===== src/rtl/ingress_admit_filter.sv =====
module ingress_admit_filter #(
  parameter int NPORTS    = 5,
  parameter int PORT_W    = $clog2(NPORTS),
  parameter int LEN_W     = 11,
  parameter int MIN_LEN   = 64,
  parameter int STD_MAX   = 1536,
  parameter int LONG_MAX  = 1916,
  parameter int TAG_EXTRA = 4
) (
  input  logic              clk,
  input  logic              rst_n,
  input  logic              eof_valid,
  input  logic              err_framing,
  input  logic              err_fcs,
  input  logic              err_align,
  input  logic [LEN_W-1:0]  frame_len,
  input  logic              tag_present,
  input  logic              is_pause,
  input  logic [NPORTS-1:0] lookup_mask,
  input  logic [PORT_W-1:0] ingress_port,
  input  logic              long_frames,
  input  logic [NPORTS-1:0] stp_fwd,
  input  logic [NPORTS-1:0] vlan_member,
  input  logic              mirror_en,
  input  logic [NPORTS-1:0] mirror_rx,
  input  logic [NPORTS-1:0] mirror_tx,
  input  logic [PORT_W-1:0] sniffer_port,
  output logic              dec_valid,
  output logic [NPORTS-1:0] fwd_mask,
  output logic              drop,
  output logic              pause_seen
);
  localparam logic [LEN_W-1:0] MIN_L  = LEN_W'(MIN_LEN);
  localparam logic [LEN_W-1:0] STD_L  = LEN_W'(STD_MAX);
  localparam logic [LEN_W-1:0] LONG_L = LEN_W'(LONG_MAX);
  localparam logic [LEN_W-1:0] TAG_L  = LEN_W'(TAG_EXTRA);

  logic [NPORTS-1:0] in_bit, sniff_bit, filtered, stage1, stage2;
  logic [LEN_W-1:0]  max_len;
  logic              bad_frame, bad_size, is_local, admit, mirror_hit;

  assign in_bit    = NPORTS'(1) << ingress_port;
  assign sniff_bit = NPORTS'(1) << sniffer_port;
  assign bad_frame = err_framing | err_fcs | err_align;
  assign max_len   = (long_frames ? LONG_L : STD_L) + (tag_present ? TAG_L : '0);
  assign bad_size  = (frame_len < MIN_L) || (frame_len > max_len);
  assign is_local  = (lookup_mask == in_bit);
  assign admit     = !bad_frame && !bad_size && !is_pause && !is_local;

  assign stage1     = lookup_mask;
  assign filtered   = stage1 & stp_fwd & vlan_member & ~in_bit;
  assign mirror_hit = mirror_en && ((|(mirror_rx & in_bit)) || (|(mirror_tx & filtered)));
  assign stage2     = (filtered | (mirror_hit ? sniff_bit : '0)) & ~in_bit;

  always_ff @(posedge clk) begin
    if (!rst_n) begin
      dec_valid  <= 1'b0;
      pause_seen <= 1'b0;
      fwd_mask   <= '0;
    end else begin
      dec_valid  <= eof_valid;
      pause_seen <= eof_valid && is_pause && !bad_frame;
      if (eof_valid) fwd_mask <= admit ? stage2 : '0;
    end
  end

  assign drop = (fwd_mask == '0);

  assert_err_empty_R1: assert property (@(posedge clk) disable iff (!rst_n)
    dec_valid && $past(err_framing | err_fcs | err_align) |-> fwd_mask == '0);

  assert_runt_drop_R2: assert property (@(posedge clk) disable iff (!rst_n)
    dec_valid && ($past(frame_len) < MIN_L) |-> fwd_mask == '0);

  assert_pause_block_R5: assert property (@(posedge clk) disable iff (!rst_n)
    pause_seen |-> dec_valid && fwd_mask == '0);

  assert_local_drop_R6: assert property (@(posedge clk) disable iff (!rst_n)
    dec_valid && ($past(lookup_mask) == (NPORTS'(1) << $past(ingress_port))) |-> fwd_mask == '0);

  assert_filter_R7: assert property (@(posedge clk) disable iff (!rst_n)
    dec_valid |-> (fwd_mask & ~($past(stp_fwd & vlan_member & lookup_mask) |
                                (NPORTS'(1) << $past(sniffer_port)))) == '0);

  assert_ingress_clear_R8: assert property (@(posedge clk) disable iff (!rst_n)
    dec_valid |-> (fwd_mask & (NPORTS'(1) << $past(ingress_port))) == '0);

  assert_pulse_R10: assert property (@(posedge clk) disable iff (!rst_n)
    dec_valid |-> $past(eof_valid));

  assert_hold_R10: assert property (@(posedge clk) disable iff (!rst_n)
    !dec_valid |-> $stable(fwd_mask));
endmodule


===== config.mk =====
export PLATFORM = sky130hd
export DESIGN_NAME = ingress_admit_filter
export DESIGN_NICKNAME = d
export VERILOG_FILES = /design/src/rtl/ingress_admit_filter.sv
export SDC_FILE = /design/constraint.sdc
export NUM_CORES = 1
export LEC_CHECK = 0
export ABC_AREA = 1
export BUFFER_PORTS_ARGS = -buffer_cell sky130_fd_sc_hd__buf_4
export CORE_MARGIN = 5
export CORE_UTILIZATION = 41
export CTS_CLUSTER_SIZE = 8
export DETAILED_ROUTE_END_ITERATION = 8
export MAX_ROUTING_LAYER = met4
export PLACE_DENSITY = 0.84
export SLEW_MARGIN = 20
export SYNTH_ARGS = -nofsm -noshare
export SYNTH_HDL_FRONTEND = slang
export SYNTH_SLANG_ARGS = --single-unit

===== constraint.sdc =====
create_clock -name clk -period 3.1 [get_ports clk]
set_clock_uncertainty 0.2 [all_clocks]
set_input_delay 0.31 -clock clk [delete_from_list [all_inputs] [get_ports clk]]
set_output_delay 0.31 -clock clk [all_outputs]
set_load 0.05 [all_outputs]

Word level (Yosys, flattened, before mapping)
Cells that the tools add are included.

Add/subtract/negate cells: 1. $lt $le $gt $ge: 2. Equality and inequality tests: 1. Shift-type cells: 2. Muxes and demuxes: 4. Bitwise gates (word level): 10. Reduce and logical (&&, ||, !) cells: 15.

Operator list (count): $and A5 B5 Y5 (6); $add A10 B4 Y11 (1); $gt A11 B11 Y1 (1); $lt A11 B7 Y1 const B (1); $mux W5 (2); $reduce_or A5 Y1 (2); $shl A1 B3 Y5 const A (2); $mux W9 (1); $logic_and A1 B1 Y1 (6); $eq A5 B5 Y1 (1); $logic_not A5 Y1 (1); $not A5 Y5 (1); $or A5 B5 Y5 (1); $logic_not A1 Y1 (4); $mux W3 (1); $logic_or A1 B1 Y1 (2); $or A1 B1 Y1 (2).

Register bits after elaboration: 7. Output and inout port bits: 8. Word-level logic and storage cells: 38.

Logic depth before layout (Yosys ltp)
Word-level depth: 11. Mapped depth: 14. Depth with buffers taken out: 14.

Least setup slack after synthesis
Ideal clock, no wire load.

Path kind: register to output. From: register fwd_mask[2]. To: output drop. Arrival: 1866 ps. Required time: 2590 ps. Slack: 724 ps. Cell stages (with the launch flop): 3. Buffers on the path: 0. Path through: dfxtp_1 > nor3_1 > nor3b_1.

Word-level cells in the longest chain between the ends: 1.

Ends and longest elaborated chain: from (decl) (RTL line 29) `output logic [NPORTS-1:0] fwd_mask,`; from (signal assigned) (RTL line 63) `if (eof_valid) fwd_mask <= admit ? stage2 : '0;`; $logic_not A5 Y1 (RTL line 67) `assign drop = (fwd_mask == '0);`; to (decl) (RTL line 30) `output logic drop,`.

Every way passes these cells.

Worst setup path after layout
From: input tag_present. To: register fwd_mask[0].

Word-level cells in the longest chain between the ends: 9.

Ends and longest elaborated chain: from (decl) (RTL line 17) `input logic tag_present,`; $mux W3 (RTL line 45) `assign max_len = (long_frames ? LONG_L : STD_L) + (tag_present ? TAG_L : '0);`; $add A10 B4 Y11 (RTL line 45); $gt A11 B11 Y1 (RTL line 46) `assign bad_size = (frame_len < MIN_L) || (frame_len > max_len);`; $logic_or A1 B1 Y1 (RTL line 46); $logic_not A1 Y1 (RTL line 48) `assign admit = !bad_frame && !bad_size && !is_pause && !is_local;`; $logic_and A1 B1 Y1 (3 in a row) (RTL line 48); $mux W5 (RTL line 63).

Every way passes these cells. A chain may end at the register's enable or synchronous reset.

==> impl_metrics.toml <==
[status]
status = "finished clean"

[power]
ir_worst_vdd_mv = 0.1744
power_leakage_nw = 0.8328
power_density_nw_per_um2 = 210.8

[cts]
htreeDepth = 1
cts-root-buf = "clkbuf_4"
post-cts-setup-buffer-count = 0
postCtsHoldBufs = 0
cts_tree = "done"
cts_max_path_buffers = 2
clkLatencyLatePin_ns = 0.25
cts_buffers = 3
clock_sinks = 7
cts.repair.resized = 0
path_clk_slew_ns = 0.05

[worst_setup_path]
path_cells = "buf_4 > inv_1 > ha_1 > inv_1 > ha_1 > nor3b_1 > nand3_1 > nand2_1 > inv_1 > nand2_2 > nand3_4 > nor2_1 > nand2_1 > a21oi_1"
worstPathMaxFanout = 5
required_ns = 3.08
endpoint_kind = "flip-flop"
worstSetupPathType = "input pin to flip-flop"
worstSetupStartpointType = "input pin"
cp.arrival_ns = 1.87
cp_slowest_cell = "ha_1"
path_common_cell = "inv_1"
slowest_delay_ns = 0.28
r2r_slack_ns = 2.24

[synthesis]
postSynthCellCount = 168
synth_cell_types = 24
ys_warn_count = 0
syn_area_per_cell_um2 = 5.884
synthesis.nets = 230
synth_area_um2 = 988.4
ys_ff_latch = 7
ys_seq_area_share_pct = 14.18

[floorplanning]
rows = 17
die_w_um = 59.10
start_util_pct = 43.84
core-area_um2 = 2255
die_y_um = 59.10
dieArea_um2 = 3493
io_pins = 60

[global_route]
grt_max_degree = 11
grt_pass1_wl_mm = 4.629
grt_overflow = 0
first_global_vias = 1147
track_usage_pct = 16.91
antenna_found_initial = 0

[routing]
routed_wl_mm = 2.713
vias = 1236
drc = 0
ant_nets = 0
post_drt_wl_per_cell_um = 10.52
dr.pass1.iters = 4
drtIter0Drc = 30
via_per_inst = 4.791

[layout]
antenna_cells = 0
fin_util_pct = 65.87
area_growth_pct = 50.25
drive_gt1_share_pct = 33.48
final_nets = 293

[sta]
worstMarginPinSlew_ns = 0.3690
slew_headroom_pct = 75.21
fmax_mhz = 528.9
hold_viol = 0
setup_viol = 0
holdWs_ns = 0.07490
tns_ns = 0
maxSlewViolCount = 0
min_period_ns = 1.891
rsz0062_at_grt = "no"
finalCritPeriodShare_pct = 60.99

[run]
max-cap-violations = 0

[placement]
gp_congestion = 0.8141
dp_hpwl_mm = 2.363
port_buffers = 59

[min_path]
min_path_type = "input pin to flip-flop"
==> power breakdown <==
group | internal [W] | switching, W | leakage, nW
Combinational | 0.0000714 | 0.0000686 | 0.761
Clock | 0.0000490 | 0.0000325 | 0.0150
Sequential | 0.0000911 | 0.000000330 | 0.0567
Total | 0.000212 | 0.000101 | 0.833
==> per-layer routing <==
| layer | vias up | routed length [um] | global-route usage [%] |
|---|---|---|---|
| li1 | 659 | - | - |
| met1 | 534 | 1111 | 19.38 |
| met2 | 41 | 1362 | 29.65 |
| met3 | 2 | 223 | 5.229 |
| met4 | 0 | 15 | 1.942 |
| met5 | - | 0 | - |
==> area by class of cell <==
type,instances,area [um^2]
Fill cell,227,769.5
Sequential cell,7,140.1
Clock buffer,4,26.28
Timing Repair Buffer,59,442.9
Tap cell,28,35.03
Inverter,30,112.6
Multi-Input combinational cell,130,728.2
==> cells in the mapped netlist <==
cell      number  share of area (%)
nand3_4        1                1.8
o21ai_0        1               0.51
ha_1          10                 13
nand2_2        3                1.9
nor2_4         1                1.1
a21oi_1        8                4.1
nor2_2         1               0.63
clkinv_1       1               0.38
dfxtp_1        7                 14
o21a_1         1               0.76
nor2_1        17                6.5
nand3_1       13                6.6
xor2_1         1               0.89
o21ai_2        1               0.89
inv_2          2               0.76
nor3b_1        3                2.3
a21oi_4        1                1.6
buf_4          1               0.76
nand3_2        5                5.1
nor3_1         7                3.5
inv_1         27                 10
nand3b_1       1               0.76
nand2_1       50                 19
nand4_1        5                3.2
==> logic make-up after synthesis <==
logic type / count (synthesis) / synth area share [%]
AO/OA/AOI/OAI: 12 / 7.849
AND/OR/NAND/NOR: 107 / 52.28
buffers and inverters: 31 / 12.15
flip-flops: 7 / 14.18
adder cells (fa/ha/maj): 10 / 12.66
XOR/XNOR: 1 / 0.8862
==> worst paths after layout <==
| kind | startpoint | endpoint | depth (start not counted) |
|---|---|---|---|
| worst max-delay path | tag_present | fwd_mask[0] | 14 |
| worst min-delay path | rst_n | dec_valid | 3 |
| worst max register to register | fwd_mask[0] | fwd_mask[0] | 2 |
| worst min register to register | fwd_mask[3] | fwd_mask[3] | 2 |
==> state kept, by name (all words and copies together), names as in the netlist <==
signal / count
fwd_mask: 5
dec_valid: 1
pause_seen: 1
==> metrics by stage <==
step	setup WS (ns)	cell area (um^2)	power [W]	cells
after floorplan	0.7237	988.4	0.0001629	168
after detailed placement	0.9468	1459	0.0002338	254
after global placement	1.016	1459	0.0002307	254
final	1.209	1485	0.0003131	258
after global routing	1.090	1485	0.0003411	258
after CTS	1.178	1485	0.0003157	258
==> worst max-delay path: cells and delay by family <==
family	cells	cell delay (ns)
AO/OA/AOI/OAI	1	0.13
adder cells (fa/ha/maj)	2	0.53
AND/OR/NAND/NOR	7	0.70
buffers and inverters	4	0.21
==> cells in the final DEF, fill, tap and decap left out, types with 2 or more instances in the layout <==
cell type	synthesis	routed
nand3_2	5	5
clkbuf_4	0	3
nand3_1	13	13
nor3_1	7	7
a21oi_1	8	8
nand4_1	5	5
nand2_1	50	50
nor2_1	17	17
inv_1	27	27
inv_2	2	2
nor3b_1	3	3
ha_1	10	10
buf_4	1	59
dfxtp_1	7	7
nand2_2	3	3
Power figures use the tool's default switching activity.
